===== src/rtl/upal_pkg.sv =====
package upal_pkg;

    typedef enum logic [1:0] {
        ST_IDLE  = 2'd0,
        ST_UPPER = 2'd1,
        ST_HOLD  = 2'd2,
        ST_LOWER = 2'd3
    } upal_state_e;

    localparam int WCODE_W = 2;
    localparam int SIZE_W  = 2;

    // Effective shift for a width code: 3 is treated like the 32-bit code.
    function automatic logic [WCODE_W-1:0] eff_shift(input logic [WCODE_W-1:0] wcode);
        return (wcode == 2'd3) ? 2'd2 : wcode;
    endfunction

endpackage


===== src/rtl/upal_align.sv =====
module upal_align
    import upal_pkg::*;
#(
    parameter int ADDR_W = 30,
    parameter int PIN_W  = 20,
    parameter int UP_W   = 8
) (
    input  logic [ADDR_W-1:0]  addr,
    input  logic [WCODE_W-1:0] wcode,
    input  logic [SIZE_W-1:0]  size,
    output logic [UP_W-1:0]    up_field,
    output logic [PIN_W-1:0]   lo_field,
    output logic               size_ok
);

    localparam int SPLIT_W = PIN_W + UP_W;
    localparam int EXT_W   = (ADDR_W > SPLIT_W) ? ADDR_W : SPLIT_W;

    logic [EXT_W-1:0]   ext_addr;
    logic [EXT_W-1:0]   shifted;
    logic [WCODE_W-1:0] sh;

    always_comb begin
        sh       = eff_shift(wcode);
        ext_addr = EXT_W'(addr);
        shifted  = ext_addr >> sh;
    end

    assign up_field = shifted[SPLIT_W-1:PIN_W];
    assign lo_field = shifted[PIN_W-1:0];

    // The channel uses upper bits only when its size code exceeds the shift.
    assign size_ok  = (SIZE_W'(sh) < size);

    generate
        if (EXT_W > SPLIT_W) begin : g_drop_hi
            logic unused_hi;
            assign unused_hi = ^shifted[EXT_W-1:SPLIT_W];
        end
    endgenerate

endmodule


===== src/rtl/upal_track.sv =====
module upal_track #(
    parameter int UP_W = 8
) (
    input  logic            clk,
    input  logic            rst_n,
    input  logic [UP_W-1:0] cand_up,
    input  logic            size_ok,
    input  logic            commit,
    input  logic [UP_W-1:0] commit_up,
    output logic            need_upper
);

    logic [UP_W-1:0] last_up;
    logic            first_pend;

    always_ff @(posedge clk or negedge rst_n) begin
        if (!rst_n) begin
            last_up    <= '0;
            first_pend <= 1'b1;
        end else if (commit) begin
            last_up    <= commit_up;
            first_pend <= 1'b0;
        end
    end

    assign need_upper = first_pend || (size_ok && (cand_up != last_up));

endmodule


===== src/rtl/upal_fsm.sv =====
module upal_fsm
    import upal_pkg::*;
#(
    parameter int PIN_W = 20,
    parameter int UP_W  = 8
) (
    input  logic             clk,
    input  logic             rst_n,
    input  logic             req_valid,
    input  logic             hold_en,
    input  logic             need_upper,
    input  logic [UP_W-1:0]  up_field,
    input  logic [PIN_W-1:0] lo_field,
    output logic             req_taken,
    output logic [PIN_W-1:0] addr_pins,
    output logic             ua_strobe,
    output logic             lo_ready,
    output logic             commit,
    output logic [UP_W-1:0]  commit_up
);

    localparam int LOW_PAD = PIN_W - UP_W;

    upal_state_e     state, state_nx;
    logic [UP_W-1:0]  up_q;
    logic [PIN_W-1:0] lo_q;

    always_ff @(posedge clk or negedge rst_n) begin
        if (!rst_n) begin
            state <= ST_IDLE;
        end else begin
            state <= state_nx;
        end
    end

    always_ff @(posedge clk or negedge rst_n) begin
        if (!rst_n) begin
            up_q <= '0;
            lo_q <= '0;
        end else if (state == ST_IDLE && req_valid) begin
            up_q <= up_field;
            lo_q <= lo_field;
        end
    end

    always_comb begin
        state_nx = state;
        unique case (state)
            ST_IDLE:  if (req_valid) state_nx = need_upper ? ST_UPPER : ST_LOWER;
            ST_UPPER: state_nx = hold_en ? ST_HOLD : ST_LOWER;
            ST_HOLD:  state_nx = ST_LOWER;
            ST_LOWER: state_nx = ST_IDLE;
        endcase
    end

    always_comb begin
        req_taken = 1'b0;
        addr_pins = '0;
        ua_strobe = 1'b0;
        lo_ready  = 1'b0;
        commit    = 1'b0;
        unique case (state)
            ST_IDLE: begin
                req_taken = req_valid;
            end
            ST_UPPER: begin
                addr_pins = {up_q, {LOW_PAD{1'b0}}};
                ua_strobe = 1'b1;
                commit    = 1'b1;
            end
            ST_HOLD: begin
                addr_pins = {up_q, {LOW_PAD{1'b0}}};
            end
            ST_LOWER: begin
                addr_pins = lo_q;
                lo_ready  = 1'b1;
            end
        endcase
    end

    assign commit_up = up_q;

endmodule


===== src/rtl/upal_ctrl.sv =====
module upal_ctrl
    import upal_pkg::*;
#(
    parameter int ADDR_W = 30,
    parameter int PIN_W  = 20,
    parameter int UP_W   = 8
) (
    input  logic              clk,
    input  logic              rst_n,
    input  logic              hold_en,
    input  logic              req_valid,
    input  logic [ADDR_W-1:0] req_addr,
    input  logic [1:0]        req_width,
    input  logic [1:0]        req_size,
    output logic              req_taken,
    output logic [PIN_W-1:0]  addr_pins,
    output logic              ua_strobe,
    output logic              lo_ready
);

    logic [UP_W-1:0]  up_field;
    logic [PIN_W-1:0] lo_field;
    logic             size_ok;
    logic             need_upper;
    logic             commit;
    logic [UP_W-1:0]  commit_up;

    upal_align #(.ADDR_W(ADDR_W), .PIN_W(PIN_W), .UP_W(UP_W)) u_align (
        .addr     (req_addr),
        .wcode    (req_width),
        .size     (req_size),
        .up_field (up_field),
        .lo_field (lo_field),
        .size_ok  (size_ok)
    );

    upal_track #(.UP_W(UP_W)) u_track (
        .clk        (clk),
        .rst_n      (rst_n),
        .cand_up    (up_field),
        .size_ok    (size_ok),
        .commit     (commit),
        .commit_up  (commit_up),
        .need_upper (need_upper)
    );

    upal_fsm #(.PIN_W(PIN_W), .UP_W(UP_W)) u_fsm (
        .clk        (clk),
        .rst_n      (rst_n),
        .req_valid  (req_valid),
        .hold_en    (hold_en),
        .need_upper (need_upper),
        .up_field   (up_field),
        .lo_field   (lo_field),
        .req_taken  (req_taken),
        .addr_pins  (addr_pins),
        .ua_strobe  (ua_strobe),
        .lo_ready   (lo_ready),
        .commit     (commit),
        .commit_up  (commit_up)
    );

endmodule


===== config.mk =====
export PLATFORM = sky130hd
export DESIGN_NAME = upal_ctrl
export DESIGN_NICKNAME = d
export VERILOG_FILES = /design/src/rtl/upal_pkg.sv /design/src/rtl/upal_align.sv /design/src/rtl/upal_track.sv /design/src/rtl/upal_fsm.sv /design/src/rtl/upal_ctrl.sv
export SDC_FILE = /design/constraint.sdc
export NUM_CORES = 1
export LEC_CHECK = 0
export ABC_CLOCK_PERIOD_IN_PS = 1600
export BUFFER_PORTS_ARGS = -buffer_cell sky130_fd_sc_hd__buf_4
export CAP_MARGIN = 15
export CORE_MARGIN = 3
export CORE_UTILIZATION = 40
export DETAILED_ROUTE_END_ITERATION = 6
export PLACE_DENSITY = 0.74
export REMOVE_ABC_BUFFERS = 1
export SKIP_CTS_REPAIR_TIMING = 1
export SLEW_MARGIN = 15
export SYNTH_ARGS = -nofsm -noshare
export SYNTH_HDL_FRONTEND = slang
export SYNTH_SLANG_ARGS = --single-unit

===== constraint.sdc =====
create_clock -name clk -period 1.6 [get_ports clk]
set_clock_uncertainty 0.05 [all_clocks]
set_input_delay 0.32 -clock clk [delete_from_list [all_inputs] [get_ports clk]]
set_output_delay 0.32 -clock clk [all_outputs]
set_load 0.02 [all_outputs]

==> flow_metrics.py <==
metrics = {
    "logic_synthesis": {
        "synthArstFlopShare_pct": 100,
        "synth_top_area_share_pct": 38.9,
        "synth_edf_count": 0,
        "synth_cell_types": 34,
        "synth_top_cell_by_area": "dfrtp_1",
        "netlist_area_um2": 2450,
        "synth-main-ff-cell": "dfrtp_1",
        "syn_avg_cell_area_um2": 8.67,
        "synthCells": 282,
        "synthTopCellsByArea": "dfrtp_1, mux2i_1, nand2_1",
        "ys_warn_count": 0,
        "ys_ff_latch": 39,
        "synth_seq_area_share_pct": 39.9,
    },
    "power": {
        "ir_drop_uv": 1250,
        "p_comb_share_pct": 57.6,
        "power_frac_seq_pct": 30.8,
        "p_clk_share_pct": 11.7,
        "p_sw_mw": 2.26,
        "p_leak_nw": 1.67,
        "swShare_pct": 40.4,
        "power.density_nw_per_um2": 1630,
        "power.internal_mw": 3.33,
    },
    "detailed_routing": {
        "ant_nets": 0,
        "wl_met1_mm": 2.83,
        "wl_met3_um": 342,
        "wire_per_inst_um": 14.8,
        "drt_iter0_drc": 146,
        "vias": 2267,
        "route.detailed.drc": 0,
        "totalWireLength_mm": 6.48,
        "dr.pass1.iters": 4,
        "dr.max_layer_used": "met4",
        "viasPerCell": 5.16,
        "met2_length_mm": 3.21,
    },
    "cts": {
        "cts.sinks": 39,
        "cts-root-buf": "clkbuf_8",
        "clk_latency_ps": 290,
        "clockBufferDepth": 2,
        "clkTransAtPathRegs_ps": 80,
        "ctsHtreeMaxLevel": 2,
        "cts_tree": "done",
        "cts-buffers-inserted": 5,
    },
    "final_layout": {
        "multi_input_area_um2": 1420,
        "num-fill-cells": 504,
        "regArea_um2": 977,
        "layout-drive-gt1-share_pct": 36.0,
        "antenna_cells": 0,
        "syn2layout_area_growth_pct": 40.6,
        "nets": 409,
        "final_cells": 439,
    },
    "worst_setup_path": {
        "critPathMaxFanout": 9,
        "cp_data_arrival_time_ps": 1540,
        "crit_start": "u_fsm.state[0]",
        "r2r-start": "u_fsm.state[0]",
        "crit_required_ps": 1230,
        "r2r_slack_ps": -30,
        "reg2reg_depth": 9,
        "end_kind": "output pin",
        "worst_path_max_delay_cell": "dfrtp_1",
        "critical_path_class": "reg2out",
        "crit_chain": "buf_6 > ha_4 > buf_8 > a22oi_1 > nor2_1 > buf_4",
        "crit_end": "addr_pins[17]",
        "crit_buf_inv": 3,
        "crit_family": "buffers and inverters",
        "startpoint_type": "flop",
        "cp.depth": 6,
        "cpPeakStageDelay_ps": 410,
        "r2r-end": "u_fsm.state[0]",
    },
    "timing": {
        "setup_viol": 23,
        "min_period_over_period_pct": 119,
        "fmax_mhz": 524,
        "rsz0062_at_grt": "true",
        "hold_violations": 0,
        "setup_tns_ps": -4820,
        "min_period_ps": 1910,
        "slew_headroom_pct": 66.5,
        "fin_ws_ps": -308,
        "maxSlewViolCount": 0,
        "tightest_slew_ps": 502,
    },
    "global_routing": {
        "grt_pass1_wl_mm": 10.5,
        "grt_max_degree": 53,
        "overflow": 0,
        "antenna_found_initial": 0,
        "grt_pass1_vias": 2204,
        "track_usage_pct": 18.3,
    },
    "hold_path": {
        "hold_class": "in2reg",
    },
    "floorplanning": {
        "die_w_um": 84.2,
        "dieArea_um2": 7090,
        "num_rows": 27,
        "initial_core_util_pct": 42.8,
        "coreArea_um2": 5710,
        "die_y_um": 84.2,
        "io_pins": 61,
    },
    "place": {
        "place.gp.congestion": 0.920,
        "place_hpwl_mm": 4.83,
        "numPortBuffers": 60,
        "dp.cells": 424,
    },
    "status": {
        "outcome": "finished, violations left",
        "violations": "setup timing",
    },
    "job": {
        "cap_violations": 0,
    },
}
## metrics by stage
stage | setup slack, ps | utilization, % | hold slack (ps) | power, mW | instance area, um2
final | -308 | 60.2 | 263 | 5.60 | 3440
after floorplan | -871 | - | -25.6 | 3.21 | 2350
after detailed placement | -292 | 55.6 | 279 | 4.55 | 3180
after CTS | -413 | 57.1 | -39.9 | 5.22 | 3260
after global placement | -255 | 55.6 | 267 | 4.48 | 3180
after global routing | -374 | 60.2 | 274 | 6.00 | 3440
## cells in the mapped netlist (3+ instances only)
cell type,number
dfrtp_1,38
nand2_1,33
nor2_1,32
mux2i_1,27
a21oi_1,23
o21ai_1,22
o21ai_0,16
and2_1,12
clkbuf_1,11
inv_1,9
a22oi_1,8
mux2_2,8
buf_2,5
ha_1,5
buf_1,4
nor2b_1,4
nand2b_1,3
xnor2_1,3
xor2_1,3
## area by class of cell
class | count | area share (%)
clock buffer | 6 | 2.11
inverter | 10 | 1.09
sequential | 39 | 28.4
tap | 72 | 2.62
timing repair buffer | 98 | 24.0
clock inverter | 2 | 0.364
multi-input combinational | 212 | 41.4
## registers in the layout, summed over array words and instances (netlist names)
signal / count
u_fsm.lo_q: 20
u_fsm.commit_up: 8
u_track.last_up: 8
u_fsm.state: 2
u_track.first_pend: 1
## per-layer routing
layer  vias to the layer above  GRT usage, %
met1                      1065          24.2
li1                       1136             -
met2                        57          30.6
met3                         9          4.12
met4                         0          3.95
met5                         -             0
## worst min path at each step
stage | from | slack (ps) | cells past startpoint | end
after floorplan | rst_n | -30 | 0 | u_fsm.commit_up[0]
final | req_addr[11] | 260 | 3 | u_fsm.lo_q[9]
after detailed placement | rst_n | 280 | 1 | u_fsm.lo_q[1]
after CTS | rst_n | -40 | 1 | u_fsm.commit_up[7]
after global placement | rst_n | 270 | 1 | u_fsm.lo_q[0]
after global routing | req_addr[18] | 270 | 3 | u_fsm.lo_q[16]
## cell usage in the layout (no fill, tap or decap), types with 12 or more instances in the layout
| cell | Yosys | final |
|---|---|---|
| mux2i_1 | 27 | 27 |
| buf_4 | 0 | 84 |
| nand2_1 | 33 | 32 |
| o21ai_1 | 22 | 24 |
| dfrtp_1 | 38 | 38 |
| o21ai_0 | 16 | 14 |
| nor2_1 | 32 | 32 |
| and2_1 | 12 | 12 |
| a21oi_1 | 23 | 23 |
## power groups by stage
stage | Combinational [mW] | Clock [mW] | Sequential [mW]
2_1_floorplan | 1.57 | 0 | 1.64
3_3_place_gp | 2.78 | 0 | 1.70
3_5_place_dp | 2.84 | 0 | 1.72
4_1_cts | 2.85 | 0.673 | 1.70
5_1_grt | 3.51 | 0.721 | 1.77
6_report | 3.22 | 0.652 | 1.72
## cell families (layout without fill, tap and decap cells)
group	Yosys count	in the layout	share of synthesized area, %
AO/OA/AOI/OAI	78	78	18.2
XOR/XNOR	6	6	2.15
adder cells (fa/ha/maj)	5	5	2.56
buffers and inverters	31	116	5.32
flip-flops	39	39	39.9
multiplexers	37	37	16.3
AND/OR/NAND/NOR	86	86	15.6
## worst reg2reg max path, cell delays in order (launching register included)
cell	delay (ps)
dfrtp_1	410
buf_6	140
buf_4	140
ha_4	150
buf_6	110
buf_4	160
inv_1	60
o21ai_0	70
o21ai_0	120
o21ai_0	110
Note: power is estimated with default switching activity, not from simulation.
